### config.mk
export PLATFORM = sky130hd
export DESIGN_NAME = qrss_gen
export DESIGN_NICKNAME = d
export VERILOG_FILES = /design/src/rtl/qrss_gen.sv
export SDC_FILE = /design/constraint.sdc
export NUM_CORES = 1
export LEC_CHECK = 0
export ABC_AREA = 1
export BUFFER_PORTS_ARGS = -buffer_cell sky130_fd_sc_hd__buf_2
export CORE_MARGIN = 4
export CORE_UTILIZATION = 52
export DETAILED_ROUTE_END_ITERATION = 7
export PLACE_DENSITY = 0.72
export SLEW_MARGIN = 20
export SYNTH_ARGS = -nofsm -noshare
export SYNTH_HDL_FRONTEND = slang
export SYNTH_SLANG_ARGS = --single-unit
### constraint.sdc
create_clock -name clk -period 1 [get_ports clk]
set_input_delay 0.2 -clock clk [delete_from_list [all_inputs] [get_ports clk]]
set_output_delay 0.2 -clock clk [all_outputs]
set_load 0.02 [all_outputs]
### src/rtl/qrss_gen.sv
module qrss_gen #(
  parameter int W         = 20,
  parameter int TAP       = 17,
  parameter int SEED      = 1,
  parameter int MAX_ZEROS = 14
) (
  input  logic clk,
  input  logic rst_n,
  input  logic en,
  input  logic err_req,
  output logic pat_out,
  output logic forced_out
);
  localparam int RW = $clog2(MAX_ZEROS + 1);

  logic [W-1:0]  sr;
  logic [RW-1:0] run;
  logic [2:0]    sy;
  logic          pend;

  wire raw    = sr[W-1] ^ sr[TAP-1];
  wire at_lim = (run == RW'(MAX_ZEROS));
  wire take   = en & pend & ~at_lim;
  wire bit_o  = at_lim ? 1'b1 : (raw ^ take);
  wire rise   = sy[1] & ~sy[2];

  always_ff @(posedge clk or negedge rst_n) begin
    if (!rst_n) begin
      sr         <= W'(SEED);
      run        <= '0;
      sy         <= '0;
      pend       <= 1'b0;
      pat_out    <= 1'b0;
      forced_out <= 1'b0;
    end else begin
      sy   <= {sy[1:0], err_req};
      pend <= (pend & ~take) | (rise & en);
      if (en) begin
        sr         <= {sr[W-2:0], raw};
        run        <= bit_o ? '0 : run + 1'b1;
        pat_out    <= bit_o;
        forced_out <= at_lim & ~raw;
      end
    end
  end

  AST_SEED_NONZERO: assert property (@(posedge clk) disable iff (!rst_n)
    sr != '0);
  AST_RUN_CAP: assert property (@(posedge clk) disable iff (!rst_n)
    run <= RW'(MAX_ZEROS));
  AST_FORCE_AT_LIMIT: assert property (@(posedge clk) disable iff (!rst_n)
    en && at_lim && !raw |=> forced_out && pat_out);
  AST_NO_FORCE_BELOW: assert property (@(posedge clk) disable iff (!rst_n)
    en && !at_lim |=> !forced_out);
  AST_HOLD_OFF: assert property (@(posedge clk) disable iff (!rst_n)
    !en |=> $stable(pat_out) && $stable(forced_out) && $stable(sr) && $stable(run));
  AST_TAKE_INVERTS: assert property (@(posedge clk) disable iff (!rst_n)
    take |=> pat_out != sr[0]);
  AST_DEFER_KEEPS: assert property (@(posedge clk) disable iff (!rst_n)
    en && pend && at_lim |=> pend);
endmodule

==> flow_summary.html, run 1 <==
<table>
<tr><th>Metric</th><th>Value</th></tr>
<tr><th colspan="2">Hold path</th></tr>
<tr><td>Type of the tightest min-delay check</td><td>input pin to register</td></tr>
<tr><td>Depth of the worst hold-timing path</td><td>3</td></tr>
<tr><th colspan="2">Synthesis</th></tr>
<tr><td>Portion of synthesized cell area occupied by the leading cell type</td><td>0.602</td></tr>
<tr><td>Net count after synthesis</td><td>128</td></tr>
<tr><td>Share of the yosys chip area belonging to registers</td><td>0.624</td></tr>
<tr><td>Library cell with the largest summed area after synthesis</td><td>dfrtp_1</td></tr>
<tr><td>Unique cell type count in the Yosys netlist</td><td>21</td></tr>
<tr><td>Total number of yosys warnings</td><td>0</td></tr>
<tr><td>Synthesized area</td><td>1200 µm²</td></tr>
<tr><td>Number of instances in the synthesized netlist</td><td>122</td></tr>
<tr><td>Mapped Avg Cell Area</td><td>9.88 µm²</td></tr>
<tr><td>Top cells by area, synth</td><td>dfrtp_1 (60%), nand2_1 (11%), o21ai_0 (7.9%), inv_1 (4.0%), dfstp_2 (2.2%)</td></tr>
<tr><td>Total of flip-flops plus latches after synthesis</td><td>30</td></tr>
<tr><th colspan="2">Timing</th></tr>
<tr><td>Hold Fails Final Rpt</td><td>0</td></tr>
<tr><td>Max-Slew Margin vs Limit</td><td>0.783</td></tr>
<tr><td>Number of failing setup endpoints in the final timing report</td><td>8</td></tr>
<tr><td>Clock Skews</td><td>0.00954 ns</td></tr>
<tr><td>Shortest period the worst path allows</td><td>1.08 ns</td></tr>
<tr><td>Total negative slack for setup checks</td><td>-0.491 ns</td></tr>
<tr><td>RSZ-0062 raised after global routing</td><td>yes</td></tr>
<tr><td>Slew of the pin with the lowest slew margin</td><td>0.326 ns</td></tr>
<tr><td>Worst setup margin</td><td>-0.0827 ns</td></tr>
<tr><td>Fin. max-slew vios</td><td>0</td></tr>
<tr><td>Maximum achievable frequency</td><td>924 MHz</td></tr>
<tr><td>Worst hold margin</td><td>0.273 ns</td></tr>
<tr><td>Ratio of final minimum period to clock period</td><td>1.08</td></tr>
<tr><th colspan="2">Pwr</th></tr>
<tr><td>Static leakage power</td><td>0.000698 µW</td></tr>
<tr><td>Power per cell area</td><td>2030 nW/µm²</td></tr>
<tr><td>Worst supply voltage drop on vdd</td><td>0.00147 V</td></tr>
<tr><th colspan="2">CTS</th></tr>
<tr><td>Clock latency at the later pin of the worst-skew pair</td><td>0.33 ns</td></tr>
<tr><td>TritonCTS clock tree</td><td>yes</td></tr>
<tr><td>Library cell used as clock root buffer</td><td>clkbuf_4</td></tr>
<tr><td>Num Clock Sinks</td><td>30</td></tr>
<tr><td>CTS Buf Count</td><td>5</td></tr>
<tr><td>Max H-tree Level</td><td>2</td></tr>
<tr><td>Clock slew seen by the registers of the worst setup and hold paths</td><td>0.09 ns</td></tr>
<tr><td>Bufs on Longest Clock Path</td><td>2</td></tr>
<tr><th colspan="2">Layout</th></tr>
<tr><td>Fraction of layout cells with a size suffix above 1</td><td>0.239</td></tr>
<tr><td>Diodes inserted</td><td>0</td></tr>
<tr><td>Area growth syn-to-layout</td><td>20.2%</td></tr>
<tr><td>Sequential cell area</td><td>752 µm²</td></tr>
<tr><td>Commonest non-fill, non-tap cell in the layout</td><td>nand2_1</td></tr>
<tr><td>Final core utilization</td><td>0.655</td></tr>
<tr><td>Multi-input logic area</td><td>395 µm²</td></tr>
<tr><td>Post-layout net count</td><td>147</td></tr>
<tr><td>Leading cell types in the layout, fill and taps excluded</td><td>nand2_1 (35), dfrtp_1 (29), o21ai_0 (18), inv_1 (11), buf_4 (8)</td></tr>
<tr><td>Design area</td><td>1450 µm²</td></tr>
<tr><td>Fill cell count</td><td>188</td></tr>
<tr><th colspan="2">Floorplanning</th></tr>
<tr><td>IO Count</td><td>6</td></tr>
<tr><td>Floorplan die area</td><td>3150 µm²</td></tr>
<tr><td>Die extent in y</td><td>56.1 µm</td></tr>
<tr><td>Horiz. Die Dim</td><td>56.1 µm</td></tr>
<tr><td>Floorplan Core Area</td><td>2210 µm²</td></tr>
<tr><td>Num rows</td><td>17</td></tr>
<tr><td>Initial Utilization</td><td>0.545</td></tr>
<tr><th colspan="2">Routing</th></tr>
<tr><td>Avg WL per Cell</td><td>12.5 µm</td></tr>
<tr><td>Drt drc</td><td>0</td></tr>
<tr><td>Post-Route WL</td><td>2.12 mm</td></tr>
<tr><td>Number of DRC markers in iteration 0</td><td>15</td></tr>
<tr><td>Number of nets with antenna violations after routing</td><td>0</td></tr>
<tr><td>TritonRoute pass-1 iters</td><td>4</td></tr>
<tr><td>Avg Vias per Cell</td><td>4.91</td></tr>
<tr><td>Total vias in the final route</td><td>835</td></tr>
<tr><th colspan="2">GRT</th></tr>
<tr><td>Global routing usage summed across all routing layers</td><td>0.160</td></tr>
<tr><td>Wire length of the first global-routing pass</td><td>3.80 mm</td></tr>
<tr><td>Via count of the first global-routing pass</td><td>846</td></tr>
<tr><td>Largest net degree at the start of global routing</td><td>24</td></tr>
<tr><td>Number of antenna violations at the first check in global routing</td><td>0</td></tr>
<tr><td>Remaining global-route overflow</td><td>0</td></tr>
<tr><th colspan="2">Placement</th></tr>
<tr><td>Number of input and output port buffers inserted</td><td>5</td></tr>
<tr><td>Detailed-placement wirelength estimate</td><td>1.37 mm</td></tr>
<tr><td>Area after detailed placement</td><td>1290 µm²</td></tr>
<tr><td>Gp weighted congestion</td><td>0.784</td></tr>
<tr><th colspan="2">Critical path</th></tr>
<tr><td>Cell-by-cell trace of the critical path</td><td>buf_4, ha_2, nand2_2, xor2_2, a21oi_1</td></tr>
<tr><td>Endpoint class of the critical path</td><td>register</td></tr>
<tr><td>R2R depth</td><td>5</td></tr>
<tr><td>Critical Path Slowest Stage Cell</td><td>dfrtp_1</td></tr>
<tr><td>Crit path largest cell delay</td><td>0.40 ns</td></tr>
<tr><td>Worst EP arrival</td><td>1.30 ns</td></tr>
<tr><td>Crit Path Class</td><td>register to register</td></tr>
<tr><td>Element type at the critical path start</td><td>register</td></tr>
<tr><td>Setup slack of the worst register-to-register path</td><td>-0.08 ns</td></tr>
<tr><td>Data required time of the worst path</td><td>1.22 ns</td></tr>
<tr><td>Highest net fanout along the worst path</td><td>3</td></tr>
<tr><th colspan="2">Outcome</th></tr>
<tr><td>Violations in the final reports</td><td>negative setup slack</td></tr>
<tr><td>Status</td><td>complete, but fails checks</td></tr>
<tr><th colspan="2">Flow run</th></tr>
<tr><td>Number of max-cap violations</td><td>0</td></tr>
</table>
## sequential cells by signal (all words and copies together), names as in the netlist
name	cells
forced_out	1
pat_out	1
pend	1
run	4
sr	20
sy	3
## synth_stat cells
| cell type | instances |
|---|---|
| nand3_2 | 1 |
| a21oi_1 | 2 |
| buf_2 | 1 |
| ha_1 | 2 |
| o21a_1 | 1 |
| buf_6 | 2 |
| xnor2_1 | 1 |
| nand2_2 | 1 |
| nor2_1 | 1 |
| a22o_1 | 1 |
| nand3_1 | 4 |
| o21ai_1 | 2 |
| or2_0 | 1 |
| nor2_2 | 1 |
| xor2_1 | 1 |
| buf_4 | 2 |
| inv_1 | 13 |
| o21ai_0 | 19 |
| dfstp_2 | 1 |
| dfrtp_1 | 29 |
| nand2_1 | 36 |
## critical path, delay by kind of cell, from the launching register on
family	cells	cell delay, ns
flip-flops	1	0.40
adder cells (fa/ha/maj)	1	0.18
buffers and inverters	1	0.15
XOR/XNOR	1	0.14
AND/OR/NAND/NOR	1	0.07
AO/OA/AOI/OAI	1	0.05
## where the power goes
group	switching (µW)	internal [µW]
Clock	386	340
Sequential	133	1440
Combinational	339	302
Total	857	2080
## repair_timing
item                                    4_1_cts  5_1_grt
endpoints found under the hold margin        12        0
setup buffers                                 5        0
pin swaps                                     0        1
hold buffers                                  2        0
gates resized for setup                      10        3
endpoints found under the setup margin        9        9
## through the flow
stage	power [µW]	setup WS, ns	cells
finish	2940	-0.0827	170
global route	3140	-0.133	170
CTS	2950	-0.0915	170
detailed placement	2080	-0.125	155
global placement	2030	-0.0477	155
floorplan	1910	-0.0279	122
## cell families (layout without fill, tap and decap cells)
group           after synthesis  count (layout)  share of synthesized area
compound gates               25              25                      0.109
xor+xnor                      2               2                     0.0145
fa+ha+maj                     2               2                     0.0208
buf+inv                      18              38                     0.0758
flops                        30              30                      0.624
simple gates                 45              45                      0.156
## final timing paths
| kind | endpoint | from |
|---|---|---|
| max | run[2]$_DFFE_PN0P_ | run[0]$_DFFE_PN0P_ |
| min | run[3]$_DFFE_PN0P_ | en |
| max reg2reg | run[2]$_DFFE_PN0P_ | run[0]$_DFFE_PN0P_ |
| min in group asynchronous | pend$_DFF_PN0_ | rst_n |
| max in group asynchronous | sr[3]$_DFFE_PN0P_ | rst_n |
| min reg2reg | sy[1]$_DFF_PN0_ | sy[0]$_DFF_PN0_ |
## metal layers
metal / vias to the layer above / wire, µm / global-route usage
met4: 0 / 36 / 0.0644
li1: 424 / - / -
met5: - / 0 / 0
met2: 12 / 1050 / 0.252
met1: 394 / 950 / 0.191
met3: 5 / 80 / 0.0719
## area by class of cell
cell class,instances,area share
sequential,30,0.519
clock inverter,1,0.00345
clock buffer,7,0.0380
timing repair buffer,17,0.109
multi-input combinational,74,0.273
inverter,13,0.0337
tap,28,0.0242
No activity file was read; power rests on OpenSTA's default activity.
==> run 2: changes to the inputs <==
--- a/config.mk
+++ b/config.mk
@@ -8,9 +8,8 @@
 export ABC_AREA = 1
 export BUFFER_PORTS_ARGS = -buffer_cell sky130_fd_sc_hd__buf_2
 export CORE_MARGIN = 4
-export CORE_UTILIZATION = 52
+export CORE_UTILIZATION = 35
 export DETAILED_ROUTE_END_ITERATION = 7
-export PLACE_DENSITY = 0.72
 export SLEW_MARGIN = 20
 export SYNTH_ARGS = -nofsm -noshare
 export SYNTH_HDL_FRONTEND = slang
==> run 2 against run 1 <==
The flow still finishes with violations (negative setup slack). Final cell count is 13% higher. Clock-buffer cell count is 1 lower. Sequential share of layout area is 3.2 points lower. Utilization is 19 points lower. Global-route usage is 3.0 points lower. Flip-flop and latch count stayed put. Register-to-register slack hardly changed. Hold slack better by 0.014 ns. Largest power group unchanged.
==> flow_summary.html, run 2 (synthesis results as in run 1) <==
<table>
<tr><th>Metric</th><th>Value</th></tr>
<tr><th colspan="2">Outcome</th></tr>
<tr><td>Status</td><td>complete, but fails checks (unchanged)</td></tr>
<tr><td>Violations in the final reports</td><td>negative setup slack (unchanged)</td></tr>
<tr><th colspan="2">Floorplanning</th></tr>
<tr><td>Floorplan Core Area</td><td>3340 µm² (was 2210 µm²)</td></tr>
<tr><td>Horiz. Die Dim</td><td>66.7 µm (was 56.1 µm)</td></tr>
<tr><td>Floorplan die area</td><td>4450 µm² (was 3150 µm²)</td></tr>
<tr><td>Num rows</td><td>21 (was 17)</td></tr>
<tr><td>IO Count</td><td>6 (unchanged)</td></tr>
<tr><td>Initial Utilization</td><td>0.361 (was 0.545)</td></tr>
<tr><td>Die extent in y</td><td>66.7 µm (was 56.1 µm)</td></tr>
<tr><th colspan="2">Timing</th></tr>
<tr><td>Max-Slew Margin vs Limit</td><td>0.795 (was 0.783)</td></tr>
<tr><td>Ratio of final minimum period to clock period</td><td>1.07 (was 1.08)</td></tr>
<tr><td>Hold Fails Final Rpt</td><td>0 (unchanged)</td></tr>
<tr><td>Slew of the pin with the lowest slew margin</td><td>0.308 ns (was 0.326 ns)</td></tr>
<tr><td>Shortest period the worst path allows</td><td>1.07 ns (was 1.08 ns)</td></tr>
<tr><td>Maximum achievable frequency</td><td>934 MHz (was 924 MHz)</td></tr>
<tr><td>Worst setup margin</td><td>-0.0705 ns (was -0.0827 ns)</td></tr>
<tr><td>RSZ-0062 raised after global routing</td><td>yes (unchanged)</td></tr>
<tr><td>Number of failing setup endpoints in the final timing report</td><td>8 (unchanged)</td></tr>
<tr><td>Fin. max-slew vios</td><td>0 (unchanged)</td></tr>
<tr><td>Clock Skews</td><td>0.0122 ns (was 0.00954 ns)</td></tr>
<tr><th colspan="2">Pwr</th></tr>
<tr><td>Worst supply voltage drop on vdd</td><td>0.00154 V (was 0.00147 V)</td></tr>
<tr><td>Power per cell area</td><td>1990 nW/µm² (was 2030 nW/µm²)</td></tr>
<tr><td>Static leakage power</td><td>0.000715 µW (was 0.000698 µW)</td></tr>
<tr><th colspan="2">Routing</th></tr>
<tr><td>Drt drc</td><td>0 (unchanged)</td></tr>
<tr><td>Number of DRC markers in iteration 0</td><td>39 (was 15)</td></tr>
<tr><td>TritonRoute pass-1 iters</td><td>4 (unchanged)</td></tr>
<tr><td>Avg WL per Cell</td><td>11.9 µm (was 12.5 µm)</td></tr>
<tr><td>Post-Route WL</td><td>2.29 mm (was 2.12 mm)</td></tr>
<tr><td>Avg Vias per Cell</td><td>4.45 (was 4.91)</td></tr>
<tr><td>Total vias in the final route</td><td>855 (was 835)</td></tr>
<tr><td>Number of nets with antenna violations after routing</td><td>0 (unchanged)</td></tr>
<tr><th colspan="2">Critical path</th></tr>
<tr><td>Number of buffers and inverters on the critical path</td><td>1 (unchanged)</td></tr>
<tr><td>Setup slack of the worst register-to-register path</td><td>-0.07 ns (was -0.08 ns)</td></tr>
<tr><td>Endpoint of the worst-slack reg-to-reg timing path</td><td>run[3]$_DFFE_PN0P_ (was run[2]$_DFFE_PN0P_)</td></tr>
<tr><td>Crit path largest cell delay</td><td>0.44 ns (was 0.40 ns)</td></tr>
<tr><td>Critical Path Slowest Stage Cell</td><td>dfrtp_2 (was dfrtp_1)</td></tr>
<tr><td>R2R depth</td><td>5 (unchanged)</td></tr>
<tr><td>Endpoint class of the critical path</td><td>register (unchanged)</td></tr>
<tr><td>Highest net fanout along the worst path</td><td>3 (unchanged)</td></tr>
<tr><td>Data required time of the worst path</td><td>1.20 ns (was 1.22 ns)</td></tr>
<tr><td>Cell-by-cell trace of the critical path</td><td>buf_4, nand2_1, nor2_2, xnor2_2, a21oi_2 (was buf_4, ha_2, nand2_2, xor2_2, a21oi_1)</td></tr>
<tr><td>Worst EP arrival</td><td>1.27 ns (was 1.30 ns)</td></tr>
<tr><td>Cell family with most CP delay</td><td>flip-flops (unchanged)</td></tr>
<tr><td>Crit Path Class</td><td>register to register (unchanged)</td></tr>
<tr><td>Element type at the critical path start</td><td>register (unchanged)</td></tr>
<tr><td>FF-to-FF Start</td><td>run[1]$_DFFE_PN0P_ (was run[0]$_DFFE_PN0P_)</td></tr>
<tr><td>Worst path depth</td><td>5 (unchanged)</td></tr>
<tr><th colspan="2">Placement</th></tr>
<tr><td>Number of input and output port buffers inserted</td><td>5 (unchanged)</td></tr>
<tr><td>Detailed-placement wirelength estimate</td><td>1.48 mm (was 1.37 mm)</td></tr>
<tr><td>Worst Setup Slack post-DPL</td><td>-0.111 ns (was -0.125 ns)</td></tr>
<tr><td>Gp weighted congestion</td><td>0.935 (was 0.784)</td></tr>
<tr><th colspan="2">Layout</th></tr>
<tr><td>Diodes inserted</td><td>0 (unchanged)</td></tr>
<tr><td>Top reg by flops</td><td>sr (unchanged)</td></tr>
<tr><td>Leading cell types in the layout, fill and taps excluded</td><td>nand2_1 (34), dfrtp_1 (28), o21ai_0 (18), inv_1 (11), buf_4 (11) (was nand2_1 (35), dfrtp_1 (29), o21ai_0 (18), inv_1 (11), buf_4 (8))</td></tr>
<tr><td>Commonest non-fill, non-tap cell in the layout</td><td>nand2_1 (unchanged)</td></tr>
<tr><td>Final core utilization</td><td>0.464 (was 0.655)</td></tr>
<tr><td>Registers with the highest flip-flop counts</td><td>sr x20, run x4, sy x3 (unchanged)</td></tr>
<tr><td>Fraction of layout cells with a size suffix above 1</td><td>0.295 (was 0.239)</td></tr>
<tr><td>Max FFs per register</td><td>20 (unchanged)</td></tr>
<tr><td>Post-layout net count</td><td>151 (was 147)</td></tr>
<tr><td>Sequential cell area</td><td>753 µm² (was 752 µm²)</td></tr>
<tr><td>Fill cell count</td><td>326 (was 188)</td></tr>
<tr><td>Multi-input logic area</td><td>433 µm² (was 395 µm²)</td></tr>
<tr><td>Area growth syn-to-layout</td><td>28.5% (was 20.2%)</td></tr>
<tr><th colspan="2">CTS</th></tr>
<tr><td>CTS Buf Count</td><td>5 (unchanged)</td></tr>
<tr><td>TritonCTS clock tree</td><td>yes (unchanged)</td></tr>
<tr><td>Max H-tree Level</td><td>2 (unchanged)</td></tr>
<tr><td>Clock slew seen by the registers of the worst setup and hold paths</td><td>0.11 ns (was 0.09 ns)</td></tr>
<tr><td>Clock latency at the later pin of the worst-skew pair</td><td>0.32 ns (was 0.33 ns)</td></tr>
<tr><td>Bufs on Longest Clock Path</td><td>2 (unchanged)</td></tr>
<tr><td>Library cell used as clock root buffer</td><td>clkbuf_4 (unchanged)</td></tr>
<tr><td>Num Clock Sinks</td><td>30 (unchanged)</td></tr>
<tr><th colspan="2">Hold path</th></tr>
<tr><td>Type of the tightest min-delay check</td><td>input pin to async pin (was input pin to register)</td></tr>
<tr><th colspan="2">Flow run</th></tr>
<tr><td>Number of max-cap violations</td><td>0 (unchanged)</td></tr>
<tr><th colspan="2">GRT</th></tr>
<tr><td>Wire length of the first global-routing pass</td><td>4.30 mm (was 3.80 mm)</td></tr>
<tr><td>Number of antenna violations at the first check in global routing</td><td>0 (unchanged)</td></tr>
<tr><td>Remaining global-route overflow</td><td>0 (unchanged)</td></tr>
<tr><td>Global routing usage summed across all routing layers</td><td>0.131 (was 0.160)</td></tr>
<tr><td>Largest net degree at the start of global routing</td><td>16 (was 24)</td></tr>
<tr><td>Via count of the first global-routing pass</td><td>949 (was 846)</td></tr>
</table>
run 2: cell types whose count changed in the layout (fill, tap and decap cells not counted), sizes merged:
cell	change
clkinvlp	+1
buf	+4
clkbuf	-1
run 2: where the power goes:
group / internal [µW] / switching [µW] / leakage [µW]
Combinational: 352 / 365 / 0.000297
Clock: 338 / 413 / 0.0000343
Sequential: 1440 / 167 / 0.000384
Total: 2130 / 944 / 0.000715
run 2: metrics by stage:
stage / instances / area, µm² / total power (µW) / setup TNS (ns) / hold slack, ns
after floorplan: 122 / 1210 / 1910 / -0.0279 / -0.0956
after global placement: 176 / 1340 / 2050 / -0.299 / 0.102
after detailed placement: 176 / 1340 / 2090 / -0.657 / 0.109
after CTS: 190 / 1480 / 2980 / -0.593 / 0.279
after global routing: 192 / 1550 / 3320 / -0.975 / 0.294
final: 192 / 1550 / 3070 / -0.388 / 0.288
run 2: worst max path at each step:
stage | to | slack (ns) | start
finish | run[3]$_DFFE_PN0P_ | -0.07 | run[1]$_DFFE_PN0P_
detailed placement | pat_out$_DFFE_PN0P_ | -0.11 | run[0]$_DFFE_PN0P_
floorplan | run[1]$_DFFE_PN0P_ | -0.03 | run[0]$_DFFE_PN0P_
global route | pat_out$_DFFE_PN0P_ | -0.14 | sr[16]$_DFFE_PN0P_
global placement | pat_out$_DFFE_PN0P_ | -0.06 | run[0]$_DFFE_PN0P_
CTS | run[1]$_DFFE_PN0P_ | -0.11 | run[0]$_DFFE_PN0P_
run 2: final cells by class:
cell class / count / share of cell area
clock buffers: 6 / 0.0331
clock inverters: 2 / 0.00808
inverters: 13 / 0.0315
multi-input cells: 74 / 0.280
flip-flops and latches: 30 / 0.487
well taps: 46 / 0.0372
repair buffers: 21 / 0.124
run 2: repair_timing:
action,in CTS,in global routing
endpoints found under the hold margin,11,0
buffers inserted,4,2
hold buffers,2,0
pin swaps,4,6
gates resized for setup,9,12
setup endpoints to repair,9,10
run 2: per-layer routing:
layer | wire length (µm) | part of all wire | vias to the layer above | track usage
met4 | 36 | 0.016 | 0 | 0.0508
li1 | - | - | 427 | -
met5 | 0 | 0 | - | 0
met1 | 1020 | 0.44 | 409 | 0.159
met2 | 1150 | 0.50 | 15 | 0.204
met3 | 89 | 0.039 | 4 | 0.0540
==> run 3: changes to the inputs <==
--- a/config.mk
+++ b/config.mk
@@ -8,7 +8,7 @@
 export ABC_AREA = 1
 export BUFFER_PORTS_ARGS = -buffer_cell sky130_fd_sc_hd__buf_2
 export CORE_MARGIN = 4
-export CORE_UTILIZATION = 35
+export CORE_UTILIZATION = 40
 export DETAILED_ROUTE_END_ITERATION = 7
 export SLEW_MARGIN = 20
 export SYNTH_ARGS = -nofsm -noshare
==> run 3 against run 2 <==
The run still ends with negative setup slack left. Clock-buffer cell count is 1 higher. Hold slack got worse by 0.13 ns. Die area shrank 11%. Design area fell by 0.97%. Via count shrank 0.47%. Flip-flop and latch count unchanged. First-iteration DRC count down 33%. Critical path type unchanged. Highest routed layer unchanged.
==> flow_summary.html, run 3 (synthesis results as in run 1) <==
<table>
<tr><th>Metric</th><th>Value</th></tr>
<tr><th colspan="2">Critical path</th></tr>
<tr><td>R2R depth</td><td>3 (was 5)</td></tr>
<tr><td>Endpoint class of the critical path</td><td>register (unchanged)</td></tr>
<tr><td>Data required time of the worst path</td><td>1.25 ns (was 1.20 ns)</td></tr>
<tr><td>Worst EP arrival</td><td>1.32 ns (was 1.27 ns)</td></tr>
<tr><td>Crit Path Class</td><td>register to register (unchanged)</td></tr>
<tr><td>Highest net fanout along the worst path</td><td>3 (unchanged)</td></tr>
<tr><td>Element type at the critical path start</td><td>register (unchanged)</td></tr>
<tr><th colspan="2">CTS</th></tr>
<tr><td>Clock latency at the later pin of the worst-skew pair</td><td>0.32 ns (about the same)</td></tr>
<tr><td>TritonCTS clock tree</td><td>yes (unchanged)</td></tr>
<tr><td>Clock slew seen by the registers of the worst setup and hold paths</td><td>0.09 ns (was 0.11 ns)</td></tr>
<tr><td>CTS Buf Count</td><td>5 (unchanged)</td></tr>
<tr><td>Num Clock Sinks</td><td>30 (unchanged)</td></tr>
<tr><td>Library cell used as clock root buffer</td><td>clkbuf_4 (unchanged)</td></tr>
<tr><td>Max H-tree Level</td><td>2 (unchanged)</td></tr>
<tr><td>Bufs on Longest Clock Path</td><td>2 (unchanged)</td></tr>
<tr><th colspan="2">Floorplanning</th></tr>
<tr><td>IO Count</td><td>6 (unchanged)</td></tr>
<tr><td>Horiz. Die Dim</td><td>62.9 µm (was 66.7 µm)</td></tr>
<tr><td>Num rows</td><td>19 (was 21)</td></tr>
<tr><td>Initial Utilization</td><td>0.426 (was 0.361)</td></tr>
<tr><td>Floorplan die area</td><td>3950 µm² (was 4450 µm²)</td></tr>
<tr><td>Floorplan Core Area</td><td>2830 µm² (was 3340 µm²)</td></tr>
<tr><td>Die extent in y</td><td>62.9 µm (was 66.7 µm)</td></tr>
<tr><th colspan="2">Outcome</th></tr>
<tr><td>Violations in the final reports</td><td>negative setup slack (unchanged)</td></tr>
<tr><td>Status</td><td>complete, but fails checks (unchanged)</td></tr>
<tr><th colspan="2">Layout</th></tr>
<tr><td>Post-layout net count</td><td>149 (was 151)</td></tr>
<tr><td>Leading cell types in the layout, fill and taps excluded</td><td>nand2_1 (31), dfrtp_1 (28), o21ai_0 (18), inv_1 (10), buf_4 (10) (was nand2_1 (34), dfrtp_1 (28), o21ai_0 (18), inv_1 (11), buf_4 (11))</td></tr>
<tr><td>Area growth syn-to-layout</td><td>27.2% (was 28.5%)</td></tr>
<tr><td>Design area</td><td>1530 µm² (was 1550 µm²)</td></tr>
<tr><td>Top reg by flops</td><td>sr (unchanged)</td></tr>
<tr><td>Diodes inserted</td><td>0 (unchanged)</td></tr>
<tr><td>Max FFs per register</td><td>20 (unchanged)</td></tr>
<tr><td>Commonest non-fill, non-tap cell in the layout</td><td>nand2_1 (unchanged)</td></tr>
<tr><td>Fraction of layout cells with a size suffix above 1</td><td>0.313 (was 0.295)</td></tr>
<tr><td>Registers with the highest flip-flop counts</td><td>sr x20, run x4, sy x3 (unchanged)</td></tr>
<tr><th colspan="2">Routing</th></tr>
<tr><td>TritonRoute pass-1 iters</td><td>4 (unchanged)</td></tr>
<tr><td>Drt drc</td><td>0 (unchanged)</td></tr>
<tr><td>Number of DRC markers in iteration 0</td><td>26 (was 39)</td></tr>
<tr><td>Number of nets with antenna violations after routing</td><td>0 (unchanged)</td></tr>
<tr><td>Total vias in the final route</td><td>851 (was 855)</td></tr>
<tr><td>Avg WL per Cell</td><td>12.2 µm (was 11.9 µm)</td></tr>
<tr><td>Post-Route WL</td><td>2.13 mm (was 2.29 mm)</td></tr>
<tr><td>Avg Vias per Cell</td><td>4.86 (was 4.45)</td></tr>
<tr><th colspan="2">GRT</th></tr>
<tr><td>Wire length of the first global-routing pass</td><td>3.86 mm (was 4.30 mm)</td></tr>
<tr><td>Via count of the first global-routing pass</td><td>867 (was 949)</td></tr>
<tr><td>Number of antenna violations at the first check in global routing</td><td>0 (unchanged)</td></tr>
<tr><td>Remaining global-route overflow</td><td>0 (unchanged)</td></tr>
<tr><td>Largest net degree at the start of global routing</td><td>17 (was 16)</td></tr>
<tr><td>Global routing usage summed across all routing layers</td><td>0.124 (was 0.131)</td></tr>
<tr><th colspan="2">Timing</th></tr>
<tr><td>Fin. max-slew vios</td><td>0 (unchanged)</td></tr>
<tr><td>Ratio of final minimum period to clock period</td><td>1.07 (about the same)</td></tr>
<tr><td>Shortest period the worst path allows</td><td>1.07 ns (about the same)</td></tr>
<tr><td>RSZ-0062 raised after global routing</td><td>yes (unchanged)</td></tr>
<tr><td>Hold Fails Final Rpt</td><td>0 (unchanged)</td></tr>
<tr><td>Maximum achievable frequency</td><td>938 MHz (was 934 MHz)</td></tr>
<tr><td>Clock Skews</td><td>0.00613 ns (was 0.0122 ns)</td></tr>
<tr><td>Number of failing setup endpoints in the final timing report</td><td>8 (unchanged)</td></tr>
<tr><td>Slew of the pin with the lowest slew margin</td><td>0.390 ns (was 0.308 ns)</td></tr>
<tr><td>Max-Slew Margin vs Limit</td><td>0.740 (was 0.795)</td></tr>
<tr><td>Worst setup margin</td><td>-0.0665 ns (was -0.0705 ns)</td></tr>
<tr><th colspan="2">Pwr</th></tr>
<tr><td>Worst supply voltage drop on vdd</td><td>0.00116 V (was 0.00154 V)</td></tr>
<tr><td>Sw power</td><td>941 µW (was 944 µW)</td></tr>
<tr><td>Register share of total power</td><td>0.485 (was 0.523)</td></tr>
<tr><td>Int Power</td><td>2340 µW (was 2130 µW)</td></tr>
<tr><td>Static leakage power</td><td>0.000721 µW (was 0.000715 µW)</td></tr>
<tr><td>Design Power</td><td>3290 µW (was 3070 µW)</td></tr>
<tr><td>Clk network pwr share</td><td>0.283 (was 0.244)</td></tr>
<tr><td>Switch share</td><td>0.287 (was 0.307)</td></tr>
<tr><td>Power share of the combinational group</td><td>0.232 (was 0.233)</td></tr>
<tr><td>Power per cell area</td><td>2140 nW/µm² (was 1990 nW/µm²)</td></tr>
<tr><th colspan="2">Hold path</th></tr>
<tr><td>Type of the tightest min-delay check</td><td>input pin to register (was input pin to async pin)</td></tr>
<tr><td>Depth of the worst hold-timing path</td><td>2</td></tr>
<tr><th colspan="2">Placement</th></tr>
<tr><td>Detailed-placement wirelength estimate</td><td>1.38 mm (was 1.48 mm)</td></tr>
<tr><td>Gp weighted congestion</td><td>0.788 (was 0.935)</td></tr>
<tr><td>Area after detailed placement</td><td>1300 µm² (was 1340 µm²)</td></tr>
<tr><td>Number of input and output port buffers inserted</td><td>5 (unchanged)</td></tr>
<tr><th colspan="2">Flow run</th></tr>
<tr><td>Number of max-cap violations</td><td>0 (unchanged)</td></tr>
</table>
==> run 3: power groups by stage <==
| stage | combinational [µW] | clock (µW) | sequential (µW) |
|---|---|---|---|
| floorplan | 331 | 0 | 1580 |
| global placement | 470 | 0 | 1580 |
| detailed placement | 498 | 0 | 1590 |
| CTS | 672 | 963 | 1580 |
| global route | 860 | 1020 | 1630 |
| finish | 761 | 930 | 1590 |
==> run 3: critical path, stage by stage (launching register included) <==
cell and delay, ns:
dfrtp_1 0.43, ha_4 0.25, or2_1 0.21, o21ai_2 0.11
==> run 3: repair_timing <==
item	4_1_cts	5_1_grt
hold buffers	2	0
endpoints found under the setup margin	9	9
resized for setup	13	16
pin swaps	4	4
hold endpoints to repair	15	0
setup buffers	4	1
==> run 3: final cells by class <==
| class | instances | area, µm² |
|---|---|---|
| sequential | 30 | 753 |
| clock inverter | 1 | 30.0 |
| multi-input combinational | 74 | 453 |
| tap | 31 | 38.8 |
| inverter | 13 | 48.8 |
| fill | 269 | 1300 |
| clock buffer | 7 | 45.0 |
| timing repair buffer | 19 | 164 |
==> run 3: metrics by stage <==
| stage | hold slack, ns | setup TNS [ns] | instances | util | setup slack [ns] |
|---|---|---|---|---|---|
| after detailed placement | 0.149 | -0.576 | 160 | 0.458 | -0.123 |
| after global placement | 0.139 | -0.258 | 160 | 0.458 | -0.0560 |
| after global routing | 0.170 | -0.817 | 175 | 0.542 | -0.130 |
| after floorplan | -0.0956 | -0.0279 | 122 | - | -0.0279 |
| after CTS | 0.148 | -0.358 | 174 | 0.521 | -0.0939 |
| final | 0.157 | -0.337 | 175 | 0.542 | -0.0665 |
==> run 3: final timing paths <==
check	start	to	slack, ns
setup reg to reg	run[1]$_DFFE_PN0P_	run[1]$_DFFE_PN0P_	-0.07
setup / recovery	run[1]$_DFFE_PN0P_	run[1]$_DFFE_PN0P_	-0.07
max in group asynchronous	rst_n	sr[16]$_DFFE_PN0P_	0.26
hold / removal	en	run[3]$_DFFE_PN0P_	0.16
hold reg to reg	sy[0]$_DFF_PN0_	sy[1]$_DFF_PN0_	0.36
min in group asynchronous	rst_n	sr[8]$_DFFE_PN0P_	0.32
==> run 3: metal layers <==
metal | GRT usage | part of all wire
met5 | 0 | 0
met4 | 0.0496 | 0.015
met3 | 0.0468 | 0.038
met2 | 0.187 | 0.48
met1 | 0.160 | 0.46
